## config.mk

```make
export PLATFORM = sky130hd
export DESIGN_NAME = lsu_align_unit
export DESIGN_NICKNAME = d
export VERILOG_FILES = /design/src/rtl/lsu_align_pkg.sv /design/src/rtl/lsu_lane_calc.sv /design/src/rtl/lsu_store_path.sv /design/src/rtl/lsu_load_extract.sv /design/src/rtl/lsu_align_unit.sv
export SDC_FILE = /design/constraint.sdc
export NUM_CORES = 1
export LEC_CHECK = 0
export BUFFER_PORTS_ARGS = -buffer_cell sky130_fd_sc_hd__buf_2
export CORE_AREA = 2 2 83 101
export DETAILED_ROUTE_END_ITERATION = 8
export DIE_AREA = 0 0 85 103
export PLACE_DENSITY_LB_ADDON = 0.2
export SLEW_MARGIN = 20
export SYNTH_ARGS = -nofsm -noshare
export SYNTH_HDL_FRONTEND = slang
export SYNTH_HIERARCHICAL = 1
export SYNTH_SLANG_ARGS = --single-unit
```

## constraint.sdc

```tcl
create_clock -name clk -period 7.73 [get_ports clk]
set_input_delay 1.546 -clock clk [delete_from_list [all_inputs] [get_ports clk]]
set_output_delay 1.546 -clock clk [all_outputs]
set_load 0.01 [all_outputs]
```

## src/rtl/lsu_align_pkg.sv

```systemverilog
package lsu_align_pkg;
  localparam int DATA_W = 32;
  localparam int NB     = DATA_W / 8;
  localparam int LANE_W = $clog2(NB);

  typedef enum logic [1:0] {
    SZ_BYTE = 2'b00,
    SZ_HALF = 2'b01,
    SZ_WORD = 2'b10,
    SZ_RSVD = 2'b11
  } acc_size_e;
endpackage

```

## src/rtl/lsu_lane_calc.sv

```systemverilog
module lsu_lane_calc
  import lsu_align_pkg::*;
(
  input  logic [LANE_W-1:0] offset,
  input  acc_size_e         size,
  input  logic              big,
  output logic [NB-1:0]     vmask,
  output logic [LANE_W:0]   nbytes,
  output logic [LANE_W-1:0] shift,
  output logic              misaligned
);
  logic [LANE_W:0] be_shift;

  always_comb begin
    unique case (size)
      SZ_BYTE: begin vmask = 4'b0001; nbytes = 3'd1; misaligned = 1'b0; end
      SZ_HALF: begin vmask = 4'b0011; nbytes = 3'd2; misaligned = offset[0]; end
      SZ_WORD: begin vmask = 4'b1111; nbytes = 3'd4; misaligned = |offset; end
      default: begin vmask = 4'b0000; nbytes = 3'd0; misaligned = 1'b1; end
    endcase
    be_shift = 3'(NB) - nbytes - {1'b0, offset};
    shift    = big ? be_shift[LANE_W-1:0] : offset;
  end
endmodule

```

## src/rtl/lsu_store_path.sv

```systemverilog
module lsu_store_path
  import lsu_align_pkg::*;
(
  input  logic [DATA_W-1:0] wdata,
  input  logic [NB-1:0]     vmask,
  input  logic [LANE_W-1:0] shift,
  input  logic              enable,
  output logic [NB-1:0]     be,
  output logic [DATA_W-1:0] lanes
);
  logic [DATA_W-1:0] masked;
  logic [NB-1:0]     be_raw;

  for (genvar k = 0; k < NB; k++) begin : g_mask
    assign masked[8*k +: 8] = vmask[k] ? wdata[8*k +: 8] : 8'h00;
  end

  assign be_raw = vmask << shift;
  assign be     = enable ? be_raw : '0;
  assign lanes  = enable ? (masked << (8 * shift)) : '0;
endmodule

```

## src/rtl/lsu_load_extract.sv

```systemverilog
module lsu_load_extract
  import lsu_align_pkg::*;
(
  input  logic [DATA_W-1:0] rdata,
  input  logic [LANE_W-1:0] shift,
  input  logic [LANE_W:0]   nbytes,
  input  logic              sext,
  output logic [DATA_W-1:0] value
);
  logic [DATA_W-1:0] down;
  logic              top_bit;

  assign down = rdata >> (8 * shift);

  always_comb begin
    unique case (nbytes)
      3'd1:    top_bit = down[7];
      3'd2:    top_bit = down[15];
      default: top_bit = down[31];
    endcase
  end

  for (genvar j = 0; j < NB; j++) begin : g_byte
    assign value[8*j +: 8] = (j < int'(nbytes)) ? down[8*j +: 8]
                           : {8{sext & top_bit}};
  end
endmodule

```

## src/rtl/lsu_align_unit.sv

```systemverilog
module lsu_align_unit
  import lsu_align_pkg::*;
#(
  parameter int ADDR_W = 32
) (
  input  logic              clk,
  input  logic              rst,
  input  logic              req_valid,
  output logic              req_ready,
  input  logic              req_store,
  input  logic [ADDR_W-1:0] req_addr,
  input  logic [1:0]        req_size,
  input  logic              req_sext,
  input  logic              req_big,
  input  logic [DATA_W-1:0] req_wdata,
  input  logic [DATA_W-1:0] mem_rdata,
  output logic [ADDR_W-3:0] mem_addr,
  output logic              mem_we,
  output logic [NB-1:0]     mem_be,
  output logic [DATA_W-1:0] mem_wdata,
  output logic              rsp_valid,
  input  logic              rsp_ready,
  output logic [DATA_W-1:0] rsp_data,
  output logic              fault
);
  logic [NB-1:0]     vmask;
  logic [LANE_W:0]   nbytes;
  logic [LANE_W-1:0] shift;
  logic              misaligned;
  logic              accept;
  logic              load_ok;
  logic [DATA_W-1:0] ld_value;
  logic              rsp_valid_q;
  logic [DATA_W-1:0] rsp_data_q;
  logic              fault_q;

  lsu_lane_calc u_calc (
    .offset     (req_addr[LANE_W-1:0]),
    .size       (acc_size_e'(req_size)),
    .big        (req_big),
    .vmask      (vmask),
    .nbytes     (nbytes),
    .shift      (shift),
    .misaligned (misaligned)
  );

  assign req_ready = !rsp_valid_q || rsp_ready;
  assign accept    = req_valid && req_ready;
  assign mem_we    = accept && req_store && !misaligned;
  assign load_ok   = accept && !req_store && !misaligned;
  assign mem_addr  = req_addr[ADDR_W-1:LANE_W];

  lsu_store_path u_store (
    .wdata  (req_wdata),
    .vmask  (vmask),
    .shift  (shift),
    .enable (mem_we),
    .be     (mem_be),
    .lanes  (mem_wdata)
  );

  lsu_load_extract u_load (
    .rdata  (mem_rdata),
    .shift  (shift),
    .nbytes (nbytes),
    .sext   (req_sext),
    .value  (ld_value)
  );

  always_ff @(posedge clk) begin
    if (rst) begin
      rsp_valid_q <= 1'b0;
      rsp_data_q  <= '0;
      fault_q     <= 1'b0;
    end else begin
      fault_q <= accept && misaligned;
      if (load_ok) begin
        rsp_valid_q <= 1'b1;
        rsp_data_q  <= ld_value;
      end else if (rsp_ready) begin
        rsp_valid_q <= 1'b0;
      end
    end
  end

  assign rsp_valid = rsp_valid_q;
  assign rsp_data  = rsp_data_q;
  assign fault     = fault_q;

  // a misaligned request never writes
  assert_fault_no_write_R2: assert property (@(posedge clk) disable iff (rst)
    (req_valid && misaligned) |-> (!mem_we && mem_be == '0 && mem_wdata == '0));

  // a fault pulse never coexists with a load result
  assert_fault_no_rsp_R2: assert property (@(posedge clk) disable iff (rst)
    fault |-> !rsp_valid);

  // enable count matches the access size
  assert_be_count_R5: assert property (@(posedge clk) disable iff (rst)
    mem_we |-> ($countones(mem_be) == int'(nbytes)));

  // a result only appears after an aligned load was taken
  assert_rsp_source_R7: assert property (@(posedge clk) disable iff (rst)
    $rose(rsp_valid) |-> $past(accept && !req_store && !misaligned));

  // a stalled result stays put
  assert_rsp_hold_R8: assert property (@(posedge clk) disable iff (rst)
    (rsp_valid && !rsp_ready) |=> (rsp_valid && $stable(rsp_data)));
endmodule

```

==> qor.csv <==
stage,metric,value,unit
finish,fraction_of_layout_instances_using_a_drive_strength_above_1,32.73,%
worst_setup_path,max_stage_delay,0.67,ns
yosys,yosysWarnings,6,
placement,post-dp-hpwl,8.111,mm
worst_setup_path,cp.required,6.18,ns
worst_setup_path,critical_path_cell_count,12,
yosys,ys_ff_latch,34,
finish,synthToLayoutAreaGrowth,13.72,%
yosys,mean_area_per_synthesized_cell,7.896,um2
power,max-vdd-ir-drop,0.1001,mV
worst_setup_path,buffers_inverters_on_critical_path,4,
global_route,grt_start_max_net_pins,67,
yosys,edff_count_synth,0,
clock_network,cts_inserted_buffers,5,
worst_setup_path,cp_cell_sequence,buf_2 -> inv_1 -> ha_1 -> inv_1 -> ha_1 -> xnor2_1 -> nand2_1 -> xnor2_2 -> nand2b_1 -> nor2_4 -> and2_1 -> buf_2,
yosys,most_numerous_cell_types_in_the_synthesized_netlist,"69 x sky130_fd_sc_hd__nand2b_1, 49 x sky130_fd_sc_hd__mux2i_1, 47 x sky130_fd_sc_hd__nand2_1",
placement,place.gp.congestion,0.8072,
sta,slew_viol_final,0,
clock_network,ctsHoldBuffers,0,
clock_network,clock_insertion_delay_at_the_later_pin_of_the_skew_report,0.29,ns
global_route,antenna_violations_before_repair,0,
worst_setup_path,reg2reg_to,rsp_data[12],
sta,period_minus_slack,5.887,ns
worst_setup_path,cp.arrival,4.34,ns
yosys,post-synth-top-area-cell,sky130_fd_sc_hd__dfxtp_1,
finish,n_antenna_cell,0,
worst_setup_path,critical_path.max_fanout,18,
floorplan,design.core.area,7883,um2
yosys,postSynthNetCount,581,
power,p_leak,1.957,nW
yosys,synthArstFlopShare,0,%
routing,antenna_left,0,
clock_network,clk_root_buffer_cell,sky130_fd_sc_hd__clkbuf_8,
power,power.total,568.1,uW
worst_setup_path,startpoint_type,primary input,
routing,vias,3528,
routing,route.detailed.drc,0,
placement,port_buffers,146,
global_route,global_route.overflow_total,0,
global_route,via_count_of_the_first_global_routing_pass,3277,
routing,wl,10.54,mm
global_route,grt_first_pass_wirelength,16.55,mm
worst_setup_path,critical_path.endpoint_type,output pin,
routing,drt-initial-drc-count,151,
sta,hold_viol_final,0,
yosys,postSynthCellCount,470,
sta,fin_tns_setup,0,ns
clock_network,clockBufferDepth,2,
floorplan,die_height,103,um
worst_setup_path,timing.reg2reg.setup_slack,6.22,ns
sta,timing.final.crit_share,76.16,%
sta,tightest_slew,0.7912,ns
yosys,synth.top_cells.by_area,"sky130_fd_sc_hd__dfxtp_1 18%, sky130_fd_sc_hd__mux2i_1 13%, sky130_fd_sc_hd__nand2b_1 12%, sky130_fd_sc_hd__buf_4 6.9%, sky130_fd_sc_hd__a21oi_1 5.4%",
routing,wl_per_cell,16.19,um
yosys,syn-cell-area,3711,um2
floorplan,chipWidth,85,um
worst_setup_path,cp_slowest_cell,sky130_fd_sc_hd__nand2b_1,
sta,slew-limit-headroom,47.25,%
worst_setup_path,crit_path_end,mem_wdata[5],
outcome,run_status,"complete, no violations",
sta,grt_setup_unrepaired,no,
worst_setup_path,r2r_cells,4,
yosys,synth_seq_area_share,18.34,%
routing,met2_length,5.146,mm
yosys,synthMostInstantiatedCell,sky130_fd_sc_hd__nand2b_1,
finish,finish.net_count,666,
floorplan,rows,36,
clock_network,tritoncts,built,
yosys,ys.flop_type,sky130_fd_sc_hd__dfxtp_1,
worst_setup_path,timing_worst_setup_path_type,primary input to output pin,
routing,avgViaCountPerCell,5.419,
yosys,synth.top_cell.area_share,18.34,%
worst_setup_path,timing.rr.start,rsp_valid,
routing,first_pass_iters,4,
clock_network,clk_transition_reported_paths,0.08,ns
floorplan,initial_core_utilization,47.08,%
power,total_power_density_per_cell_area,134.6,nW/um2
clock_network,cts_htree_levels,2,
clock_network,cts.sink_count,34,
worst_setup_path,gate_family_responsible_for_the_most_delay_along_the_worst_path,simple AND/OR/NAND/NOR gates,
sta,report.final.setup_viol,0,
floorplan,boundaryPins,207,
run,cap_violations,0,
worst_setup_path,cp-startpoint,req_size[1],
sta,fmax,0.1699,GHz
routing,detailroute.wirelength.met3,764,um
clock_network,cts_setup_buffers,0,
yosys,synth.distinct_cells,49,
floorplan,design.die.area,8755,um2
routing,wirelength_met1,4.458,mm
clock_network,cts_resized,0,
hold_path,worstHoldPathType,flip-flop to flip-flop,
sta,largest_clock_skew_in_the_final_design,0.004450,ns
routing,top_layer,met4,
global_route,grt.total_usage,23.32,%
sequential cells by signal, summed over array words and instances, names as in the netlist:
name       flops
fault          1
rsp_valid      1
rsp_data      32
power breakdown:
part	switching [mW]	internal [mW]	leakage [nW]
clock	0.0694	0.0949	0.0579
sequential	0.00320	0.181	0.275
combinational	0.125	0.0948	1.62
total	0.197	0.371	1.96
per-layer routing:
metal | global-route usage [%] | up-vias
met5 | 0 | -
met1 | 28.19 | 1581
met4 | 6.716 | 0
met2 | 42.25 | 170
met3 | 4.243 | 17
li1 | - | 1760
cell usage in the layout (no fill, tap or decap), drive strengths merged, types with 9 or more instances in the layout:
cell      n
or2       9
nand2b   69
o22ai     9
nand3    10
mux2i    50
a211oi    9
and2     17
buf     151
nand2    47
nor2b    10
o311ai    9
dfxtp    34
a21oi    40
nor2     15
cells by family (layout without fill, tap and decap cells):
logic type / after synthesis / after routing / synth area share (%)
mux: 53 / 53 / 14.73
flops: 34 / 34 / 18.34
buf+inv: 80 / 166 / 14.33
fa+ha+maj: 6 / 6 / 2.023
simple gates: 187 / 187 / 28.86
xor+xnor: 3 / 3 / 0.7082
compound gates: 107 / 107 / 21.01
worst min-delay path by stage:
stage / from / endpoint / slack (ns) / cells after the start
2_1_floorplan: rsp_data[0] / rsp_data[0] / 0.49 / 2
3_3_place_gp: rsp_data[12] / rsp_data[12] / 0.46 / 2
3_5_place_dp: rsp_data[6] / rsp_data[6] / 0.46 / 2
4_1_cts: rsp_data[24] / rsp_data[24] / 0.48 / 2
5_1_grt: rsp_data[11] / rsp_data[11] / 0.49 / 2
6_report: rsp_data[24] / rsp_data[24] / 0.47 / 2
worst register-to-register path: stages, from the launching register on:
cell and delay [ns]:
sky130_fd_sc_hd__dfxtp_1 0.32, sky130_fd_sc_hd__nor2b_4 0.14, sky130_fd_sc_hd__nor4b_4 0.20, sky130_fd_sc_hd__buf_4 0.51
sky130_fd_sc_hd__mux2i_1 0.26
through the flow:
step | instances | worst slack (ns) | hold WS [ns] | cell area (um2) | utilization, %
after detailed placement | 643 | 1.817 | 0.4599 | 4111 | 52.16
final | 651 | 1.843 | 0.4707 | 4220 | 53.54
after global routing | 651 | 1.556 | 0.4948 | 4220 | 53.54
after floorplan | 470 | 2.798 | 0.4926 | 3711 | -
after CTS | 651 | 1.821 | 0.4754 | 4220 | 53.54
after global placement | 643 | 1.902 | 0.4569 | 4111 | 52.16
final cells by class:
| class | count | area (um2) |
|---|---|---|
| clock buffers | 5 | 68.82 |
| clock inverters | 3 | 40.04 |
| fillers | 804 | 3662 |
| inverters | 7 | 26.28 |
| multi-input cells | 356 | 2517 |
| flip-flops and latches | 34 | 680.7 |
| well taps | 95 | 118.9 |
| repair buffers | 151 | 768.2 |
No activity file was read; power rests on OpenSTA's default activity.
